===== config.mk =====
export PLATFORM = sky130hd
export DESIGN_NAME = unify_dispatch
export DESIGN_NICKNAME = d
export VERILOG_FILES = /design/src/rtl/udisp_pkg.sv /design/src/rtl/udisp_issue.sv /design/src/rtl/udisp_wonce.sv /design/src/rtl/udisp_locks.sv /design/src/rtl/unify_dispatch.sv
export SDC_FILE = /design/constraint.sdc
export NUM_CORES = 1
export LEC_CHECK = 0
export ABC_AREA = 1
export BUFFER_PORTS_ARGS = -buffer_cell sky130_fd_sc_hd__buf_2
export CORE_MARGIN = 5
export CORE_UTILIZATION = 55
export CTS_CLUSTER_DIAMETER = 150
export DETAILED_ROUTE_END_ITERATION = 6
export GPL_ROUTABILITY_DRIVEN = 0
export PLACE_DENSITY = 0.81
export SLEW_MARGIN = 20
export SYNTH_ARGS = -nofsm -noshare
export SYNTH_HDL_FRONTEND = slang
export SYNTH_SLANG_ARGS = --single-unit

===== constraint.sdc =====
create_clock -name clk -period 6.8 [get_ports clk]
set_input_delay 1.02 -clock clk [delete_from_list [all_inputs] [get_ports clk]]
set_output_delay 1.02 -clock clk [all_outputs]
set_load 0.03 [all_outputs]

===== src/rtl/udisp_pkg.sv =====
package udisp_pkg;
  typedef enum logic [1:0] {
    ST_IDLE  = 2'd0,
    ST_RUN   = 2'd1,
    ST_DRAIN = 2'd2,
    ST_DONE  = 2'd3
  } disp_state_e;
endpackage


===== src/rtl/udisp_issue.sv =====
module udisp_issue
  import udisp_pkg::*;
#(
  parameter int NUM_UNITS = 4,
  parameter int OP_W      = 16,
  localparam int UNIT_W   = $clog2(NUM_UNITS)
) (
  input  logic                 clk,
  input  logic                 rst_n,
  input  logic                 clause_start,
  input  logic                 op_valid,
  input  logic [OP_W-1:0]      op_data,
  input  logic                 op_step_end,
  input  logic                 op_last,
  output logic                 op_ready,
  output logic                 iss_valid,
  output logic [UNIT_W-1:0]    iss_unit,
  output logic [OP_W-1:0]      iss_data,
  input  logic [NUM_UNITS-1:0] unit_done,
  input  logic [NUM_UNITS-1:0] unit_fail,
  output logic                 clause_done,
  output logic                 clause_fail,
  output logic                 clear
);

  disp_state_e          state_q, state_n;
  logic [NUM_UNITS-1:0] busy_q, busy_n;
  logic                 fail_q, fail_n;
  logic                 wait_q, wait_n;
  logic                 any_free;
  logic [UNIT_W-1:0]    pick;
  logic                 running;
  logic                 fail_hit;
  logic [NUM_UNITS-1:0] issue_vec;

  // lowest-numbered idle unit
  always_comb begin
    any_free = 1'b0;
    pick     = '0;
    for (int i = NUM_UNITS - 1; i >= 0; i--) begin
      if (!busy_q[i]) begin
        any_free = 1'b1;
        pick     = UNIT_W'(i);
      end
    end
  end

  assign running   = (state_q == ST_RUN) || (state_q == ST_DRAIN);
  assign fail_hit  = running && (|(unit_done & unit_fail & busy_q));
  assign clear     = clause_start && ((state_q == ST_IDLE) || (state_q == ST_DONE));
  assign op_ready  = (state_q == ST_RUN) && !fail_q && any_free &&
                     (!wait_q || (busy_q == '0));
  assign iss_valid = op_valid && op_ready;
  assign iss_unit  = pick;
  assign iss_data  = op_data;

  always_comb begin
    issue_vec = '0;
    if (iss_valid) issue_vec[pick] = 1'b1;
  end

  always_comb begin
    state_n = state_q;
    busy_n  = (busy_q & ~unit_done) | issue_vec;
    fail_n  = fail_q | fail_hit;
    wait_n  = iss_valid ? (op_step_end || op_last) : (wait_q && (busy_q != '0));
    case (state_q)
      ST_IDLE:  if (clause_start) state_n = ST_RUN;
      ST_RUN: begin
        if (iss_valid && op_last)            state_n = ST_DRAIN;
        else if (fail_q && (busy_q == '0))   state_n = ST_DONE;
      end
      ST_DRAIN: if (busy_q == '0) state_n = ST_DONE;
      ST_DONE:  if (clause_start) state_n = ST_RUN;
      default:  state_n = ST_IDLE;
    endcase
    if (clear) begin
      busy_n = '0;
      fail_n = 1'b0;
      wait_n = 1'b0;
    end
  end

  always_ff @(posedge clk or negedge rst_n) begin
    if (!rst_n) begin
      state_q <= ST_IDLE;
      busy_q  <= '0;
      fail_q  <= 1'b0;
      wait_q  <= 1'b0;
    end else begin
      state_q <= state_n;
      busy_q  <= busy_n;
      fail_q  <= fail_n;
      wait_q  <= wait_n;
    end
  end

  assign clause_done = (state_q == ST_DONE);
  assign clause_fail = (state_q == ST_DONE) && fail_q;

  AST_ISSUE_IDLE_UNIT: assert property (@(posedge clk) disable iff (!rst_n)
    iss_valid |-> !busy_q[iss_unit]);
  AST_STEP_BARRIER: assert property (@(posedge clk) disable iff (!rst_n)
    (iss_valid && (op_step_end || op_last)) |=> !iss_valid);
  AST_FAIL_STOPS: assert property (@(posedge clk) disable iff (!rst_n)
    fail_hit |=> !iss_valid);
  AST_DONE_DRAINED: assert property (@(posedge clk) disable iff (!rst_n)
    clause_done |-> (busy_q == '0));

endmodule


===== src/rtl/udisp_wonce.sv =====
module udisp_wonce #(
  parameter int NUM_UNITS = 4,
  parameter int NUM_REGS  = 8,
  parameter int DATA_W    = 16,
  localparam int UNIT_W   = $clog2(NUM_UNITS),
  localparam int ADDR_W   = $clog2(NUM_REGS)
) (
  input  logic                          clk,
  input  logic                          rst_n,
  input  logic                          clear,
  input  logic [NUM_UNITS-1:0]          wo_req,
  input  logic [NUM_UNITS*ADDR_W-1:0]   wo_addr,
  input  logic [NUM_UNITS*DATA_W-1:0]   wo_wdata,
  output logic [NUM_UNITS-1:0]          wo_gnt,
  output logic [DATA_W-1:0]             wo_rdata,
  output logic                          wo_first
);

  logic [NUM_REGS-1:0] bound_q, bound_n;
  logic [DATA_W-1:0]   val_q [NUM_REGS];
  logic [DATA_W-1:0]   val_n [NUM_REGS];
  logic [ADDR_W-1:0]   addr_u [NUM_UNITS];
  logic [DATA_W-1:0]   data_u [NUM_UNITS];
  logic                hit;
  logic [UNIT_W-1:0]   sel;
  logic [ADDR_W-1:0]   addr_s;
  logic [DATA_W-1:0]   data_s;

  for (genvar g = 0; g < NUM_UNITS; g++) begin : g_unpack
    assign addr_u[g] = wo_addr[g*ADDR_W +: ADDR_W];
    assign data_u[g] = wo_wdata[g*DATA_W +: DATA_W];
  end

  always_comb begin
    hit = 1'b0;
    sel = '0;
    for (int i = NUM_UNITS - 1; i >= 0; i--) begin
      if (wo_req[i]) begin
        hit = 1'b1;
        sel = UNIT_W'(i);
      end
    end
    for (int i = 0; i < NUM_UNITS; i++) wo_gnt[i] = hit && (sel == UNIT_W'(i));
  end

  assign addr_s   = addr_u[sel];
  assign data_s   = data_u[sel];
  assign wo_first = hit && !bound_q[addr_s];
  assign wo_rdata = !hit ? '0 : (bound_q[addr_s] ? val_q[addr_s] : data_s);

  always_comb begin
    for (int r = 0; r < NUM_REGS; r++) begin
      bound_n[r] = bound_q[r];
      val_n[r]   = val_q[r];
      if (wo_first && (addr_s == ADDR_W'(r))) begin
        bound_n[r] = 1'b1;
        val_n[r]   = data_s;
      end
    end
    if (clear) bound_n = '0;
  end

  always_ff @(posedge clk or negedge rst_n) begin
    if (!rst_n) begin
      bound_q <= '0;
      for (int r = 0; r < NUM_REGS; r++) val_q[r] <= '0;
    end else begin
      bound_q <= bound_n;
      for (int r = 0; r < NUM_REGS; r++) val_q[r] <= val_n[r];
    end
  end

  for (genvar r = 0; r < NUM_REGS; r++) begin : g_chk
    AST_WO_KEEP: assert property (@(posedge clk) disable iff (!rst_n)
      (bound_q[r] && !clear) |=> (bound_q[r] && $stable(val_q[r])));
  end
  AST_WO_GNT_REQ: assert property (@(posedge clk) disable iff (!rst_n)
    (wo_gnt & ~wo_req) == '0);

endmodule


===== src/rtl/udisp_locks.sv =====
module udisp_locks #(
  parameter int NUM_UNITS = 4,
  parameter int NUM_LOCKS = 8,
  localparam int UNIT_W   = $clog2(NUM_UNITS),
  localparam int LOCK_W   = $clog2(NUM_LOCKS)
) (
  input  logic                        clk,
  input  logic                        rst_n,
  input  logic                        clear,
  input  logic [NUM_UNITS-1:0]        lk_req,
  input  logic [NUM_UNITS*LOCK_W-1:0] lk_addr,
  input  logic [NUM_UNITS-1:0]        rel,
  output logic [NUM_UNITS-1:0]        lk_gnt
);

  logic [NUM_LOCKS-1:0] held_q, held_n;
  logic [UNIT_W-1:0]    owner_q [NUM_LOCKS];
  logic [UNIT_W-1:0]    owner_n [NUM_LOCKS];
  logic [LOCK_W-1:0]    addr_u  [NUM_UNITS];

  for (genvar g = 0; g < NUM_UNITS; g++) begin : g_unpack
    assign addr_u[g] = lk_addr[g*LOCK_W +: LOCK_W];
  end

  always_comb begin
    logic own, taken, blk;
    for (int u = 0; u < NUM_UNITS; u++) begin
      own   = held_q[addr_u[u]] && (owner_q[addr_u[u]] == UNIT_W'(u));
      taken = held_q[addr_u[u]] && !rel[owner_q[addr_u[u]]];
      blk   = 1'b0;
      for (int v = 0; v < u; v++) begin
        if (lk_req[v] && (addr_u[v] == addr_u[u])) blk = 1'b1;
      end
      lk_gnt[u] = lk_req[u] && (own || (!taken && !blk));
    end
  end

  always_comb begin
    held_n = held_q;
    for (int l = 0; l < NUM_LOCKS; l++) begin
      owner_n[l] = owner_q[l];
      if (held_q[l] && rel[owner_q[l]]) held_n[l] = 1'b0;
    end
    for (int u = 0; u < NUM_UNITS; u++) begin
      if (lk_gnt[u]) begin
        held_n[addr_u[u]]  = 1'b1;
        owner_n[addr_u[u]] = UNIT_W'(u);
      end
    end
    if (clear) held_n = '0;
  end

  always_ff @(posedge clk or negedge rst_n) begin
    if (!rst_n) begin
      held_q <= '0;
      for (int l = 0; l < NUM_LOCKS; l++) owner_q[l] <= '0;
    end else begin
      held_q <= held_n;
      for (int l = 0; l < NUM_LOCKS; l++) owner_q[l] <= owner_n[l];
    end
  end

  for (genvar l = 0; l < NUM_LOCKS; l++) begin : g_chk
    AST_LOCK_KEEP: assert property (@(posedge clk) disable iff (!rst_n)
      (held_q[l] && !rel[owner_q[l]] && !clear) |=> (held_q[l] && $stable(owner_q[l])));
  end

endmodule


===== src/rtl/unify_dispatch.sv =====
module unify_dispatch #(
  parameter int NUM_UNITS = 4,
  parameter int OP_W      = 16,
  parameter int DATA_W    = 16,
  parameter int NUM_REGS  = 8,
  parameter int NUM_LOCKS = 8,
  localparam int UNIT_W   = $clog2(NUM_UNITS),
  localparam int REG_AW   = $clog2(NUM_REGS),
  localparam int LOCK_AW  = $clog2(NUM_LOCKS)
) (
  input  logic                         clk,
  input  logic                         rst_n,
  input  logic                         clause_start,
  input  logic                         op_valid,
  input  logic [OP_W-1:0]              op_data,
  input  logic                         op_step_end,
  input  logic                         op_last,
  output logic                         op_ready,
  output logic                         iss_valid,
  output logic [UNIT_W-1:0]            iss_unit,
  output logic [OP_W-1:0]              iss_data,
  input  logic [NUM_UNITS-1:0]         unit_done,
  input  logic [NUM_UNITS-1:0]         unit_fail,
  output logic                         clause_done,
  output logic                         clause_fail,
  input  logic [NUM_UNITS-1:0]         wo_req,
  input  logic [NUM_UNITS*REG_AW-1:0]  wo_addr,
  input  logic [NUM_UNITS*DATA_W-1:0]  wo_wdata,
  output logic [NUM_UNITS-1:0]         wo_gnt,
  output logic [DATA_W-1:0]            wo_rdata,
  output logic                         wo_first,
  input  logic [NUM_UNITS-1:0]         lk_req,
  input  logic [NUM_UNITS*LOCK_AW-1:0] lk_addr,
  output logic [NUM_UNITS-1:0]         lk_gnt,
  input  logic [NUM_UNITS-1:0]         ptr_req,
  output logic [NUM_UNITS-1:0]         ptr_gnt
);

  logic clear;

  udisp_issue #(.NUM_UNITS(NUM_UNITS), .OP_W(OP_W)) u_issue (
    .clk, .rst_n, .clause_start, .op_valid, .op_data, .op_step_end, .op_last,
    .op_ready, .iss_valid, .iss_unit, .iss_data, .unit_done, .unit_fail,
    .clause_done, .clause_fail, .clear
  );

  udisp_wonce #(.NUM_UNITS(NUM_UNITS), .NUM_REGS(NUM_REGS), .DATA_W(DATA_W)) u_wonce (
    .clk, .rst_n, .clear, .wo_req, .wo_addr, .wo_wdata, .wo_gnt, .wo_rdata, .wo_first
  );

  udisp_locks #(.NUM_UNITS(NUM_UNITS), .NUM_LOCKS(NUM_LOCKS)) u_locks (
    .clk, .rst_n, .clear, .lk_req, .lk_addr, .rel(unit_done), .lk_gnt
  );

  // heap/trail pointer updates: one grant per cycle, lowest unit first
  always_comb begin
    ptr_gnt = '0;
    for (int i = NUM_UNITS - 1; i >= 0; i--) begin
      if (ptr_req[i]) begin
        ptr_gnt    = '0;
        ptr_gnt[i] = 1'b1;
      end
    end
  end

  AST_PTR_SERIAL: assert property (@(posedge clk) disable iff (!rst_n)
    (|ptr_req) |-> ($onehot(ptr_gnt) && ((ptr_gnt & ~ptr_req) == '0)));
  AST_ONE_ISSUE_IDLE: assert property (@(posedge clk) disable iff (!rst_n)
    !op_valid |-> !iss_valid);

endmodule


==> results summary <==
The area of all sequential standard cells is 4204 sq um. The count of pins over their slew limit is 0. The cell count after synthesis came out at 1,696. The floorplan die height is 153.2 microns. The main combinational cell family by area after synthesis is simple AND/OR/NAND/NOR gates. Clock tree synthesis selected as its root buffer the cell sky130_fd_sc_hd__clkbuf_16. The area growth from synthesis to final layout came out at 9.922%. The CTS sink count is 168. The overall die width came out at 153.2 microns. The number of antenna diodes in the final layout is 0. The CTS H-tree depth is 4. The cell family contributing the most delay on the critical path is simple AND/OR/NAND/NOR gates. The hold violation count in the final report came to 0. The proportion of power drawn by combinational gates is 39.1%. The count of cells resized by post-cts repair came out at 0.

The clock period minus final worst setup slack came out at 5.086 ns. Dividing the synthesized area by the synthesized cell count gives 6.647 sq um. The starting DRC count in detailed routing is 1,393. The critical path goes through buf_2, nor2_2, nand2_1, inv_2, a22o_1, inv_2, nand2_2, inv_2, nand3_4, nand2_4, nand2_1, inv_1, nor2_1, buf_2.

The pin count of the biggest net entering global routing came out at 99. The switching component of the power is 1.979 mW. The total power came out at 4.688 mW. The sequential power share is 38.5%. The synthesized area is 11,270 sq um.

The post-detailed-routing wire length is 33.30 mm. The total negative slack for setup checks came out at 0 ns. The count of flip-flops with a built-in enable after synthesis is 0. Counting tap cells, the placed design contains a total of 2,014 instances. The fraction of the mapped netlist area in simple logic gates came out at 33.62%.

The share of the clock period used by the worst path came out at 74.80%. The number of ports placed on the die boundary is 181. TritonCTS built the clock tree.

The path class of the tightest hold or removal check is register to register. The delay of the slowest critical-path stage came out at 0.53 ns. The post-synthesis net count is 1,830. The flip-flop and latch count after synthesis is 168.

The proportion of synthesized chip area in sequential cells is 37.29%. The post-CTS setup-driven buffer insertion count is 0. The cell that appears most often on the critical path is sky130_fd_sc_hd__inv_2. The relative slew slack is 31.41%. Dividing total power by cell area gives a power density of 378.3 nW/um^2. The critical path contains buffers and inverters numbering 6 combined. The remaining antenna violation count after routing is 0. Dividing the detail-routed wire length by the instance count gives 16.28 microns. The total setup violations reported at the end of the flow is 0. The kind of end point of the critical path is an output pin. The post-layout net count is 1,897. The startpoint identified for the worst register-to-register timing path is u_locks.owner_q[15]. The area fraction in compound gates after synthesis is 16.71%. The number of remaining DRC errors is 0. Across the run, the number of max-cap violations was 0. STA puts the critical path data required time at 5.78 ns. The start point of the worst hold path is u_wonce.val_q[85]. The cts-stage hold buffer count came out at 0. The proportion of register bits with asynchronous set or reset after synthesis came out at 100.0%. IR analysis of the VDD net gives a maximum drop of 0.0001846 V. The worst setup path is of the primary input to output pin kind. The clock insertion delay at the later pin of the skew report came out at 0.44 ns. The synthesized netlist devotes 0.4440% of its cell area to adder and majority cells. The maximum clock frequency came out at 0.1966 GHz.

The number of buffers created by CTS is 17. The critical path starts at wo_req[0]. The clock-pin slew reported for the worst setup and hold paths after clock tree synthesis is 0.07 ns. The fraction of final layout cells sized beyond drive strength 1 came out at 13.46%.

The number of global-route vias before repair was 10,690. The highest fanout seen on the critical path came out at 33. The critical path data arrival time is 4.07 ns.

For this run, the leading register cell type out of synthesis is sky130_fd_sc_hd__dfrtp_1. The final worst hold slack is 0.4877 ns. Across the routed clock network, the largest skew measured is 0.02128 ns. The final cell count without fillers came out at 2,046. For this design the static power due to leakage is 6.751 nW. The initial antenna violation count was 0. Per report_power, the clock group accounts for 22.4% of the total. The flow ran to the end, and the final reports show no timing, DRC or antenna violations.

The core region area is 20,230 sq um. Across every metal layer, demand over resource in global routing totals 27.67%. The first global-routing pass estimated 53.63 mm of wire.

Setup repair after global routing left no endpoint under its margin. The count of standard-cell rows came out at 52. Dividing the detail-routed via count by the number of cells gives 5.650. The final-layout fill cell count came out at 1,875. The worst setup path is launched from a primary input. The slowest stage cell on the critical path is sky130_fd_sc_hd__inv_2. In this run the tool buffered the top-level ports with 148 buffer cells. The multi-input logic area came out at 5768 sq um. The internal power contribution came out at 2.709 mW. The initial core utilization is 55.71%. The half-perimeter wire length after detailed placement is 22.65 mm. The mux contribution to synthesized area came out at 0%. The detailed-router iteration count before antenna repair is 6. The total overflow left after global routing is 0. Summing over every cut layer, the via total after detailed routing is 11,560. The full die area came out at 23,460 sq um.

Of the total power, the share spent switching nets is 42.21%. Yosys printed 0 warnings. The slew at the pin with the worst max-slew slack came out at 1.027 ns. The post-synthesis cell type count came out at 42.

Of the total synthesized cell area, the portion taken by XOR and XNOR cells is 0.3885%. The number of buffers between clock root and the deepest sink came out at 2.
flip-flops by register name (all words and copies together), names as in the netlist:
| register | cells |
|---|---|
| u_wonce.val_q | 128 |
| u_locks.owner_q | 16 |
| u_locks.held_q | 8 |
| u_wonce.bound_q | 8 |
| u_issue.busy_q | 4 |
| u_issue.state_q | 2 |
| u_issue.fail_q | 1 |
| u_issue.wait_q | 1 |
layout by cell type, fill, tap and decap left out, drive strengths merged, types with 6 or more instances in the layout:
cell type  Yosys  routed
o221ai        10      10
nand4         11      11
buf           71     153
clkbuf        34      18
inv          172     180
o211ai        21      21
a21oi         37      37
or2           19      19
nand2        573     573
nor2         189     189
o22ai         12      12
a22o           8       8
o21ai        242     242
nor3          21      21
nand3         85      85
clkinv         3       6
dfrtp        168     168
synthesized netlist by cell type, drive strengths merged, types with 4 or more instances:
cell type,number,area share [%]
nand2,573,19
o21ai,242,11
nor2,189,6.4
inv,172,5.7
dfrtp,168,37
nand3,85,4.0
buf,71,4.6
a21oi,37,1.7
clkbuf,34,1.1
nor3,21,0.93
o211ai,21,1.4
or2,19,1.1
o22ai,12,0.67
nand4,11,1.7
o221ai,10,0.78
a22o,8,0.62
ha,4,0.44
xnor2,4,0.31
cells by family (layout without fill, tap and decap cells):
logic type	count (synthesis)	count (layout)
adder cells (fa/ha/maj)	4	4
buffers and inverters	280	360
flip-flops	168	168
XOR/XNOR	5	5
AO/OA/AOI/OAI	338	338
AND/OR/NAND/NOR	901	901
tightest hold or removal path, cell delays in order (launching register included):
cell and delay [ns]:
sky130_fd_sc_hd__dfrtp_1 0.34, sky130_fd_sc_hd__nand2_1 0.05, sky130_fd_sc_hd__o21ai_1 0.06
final cells by class:
cell class,instances,area share (%)
tap,270,2.726
clock inverter,14,1.626
inverter,175,5.301
timing repair buffer,153,6.331
multi-input combinational,1248,46.55
sequential,168,33.93
clock buffer,18,3.544
final timing paths:
check	endpoint	slack [ns]	cells past startpoint
worst max-delay path	wo_rdata[8]	1.71	14
min in group asynchronous	u_issue.state_q[0]	0.65	1
worst min register to register	u_wonce.val_q[85]	0.49	2
worst max register to register	u_locks.owner_q[6]	4.15	15
max in group asynchronous	u_wonce.val_q[121]	4.71	2
worst min-delay path	u_wonce.val_q[85]	0.49	2
power groups by stage:
stage / registers, mW / clock network [mW] / logic (mW)
after floorplan: 1.70 / 0 / 1.44
after global placement: 1.78 / 0 / 1.75
after detailed placement: 1.79 / 0 / 1.81
after CTS: 1.79 / 1.06 / 1.82
after global routing: 1.85 / 1.10 / 2.08
final: 1.80 / 1.05 / 1.83
per-stage QoR:
step / area [sq um] / util [%] / worst slack (ns)
4_1_cts: 12390 / 61.24 / 1.774
3_5_place_dp: 11750 / 58.08 / 1.783
3_3_place_gp: 11750 / 58.08 / 1.911
5_1_grt: 12390 / 61.24 / 1.454
2_1_floorplan: 11270 / - / 2.852
6_report: 12390 / 61.24 / 1.714
per-layer routing:
metal	part of all wire, %	GRT usage, %	up-vias
li1	-	-	5551
met5	0	0	-
met4	2.7	8.485	0
met2	45	43.54	641
met3	10	6.418	87
met1	41	38.22	5280
Note: power is estimated with default switching activity, not from simulation.
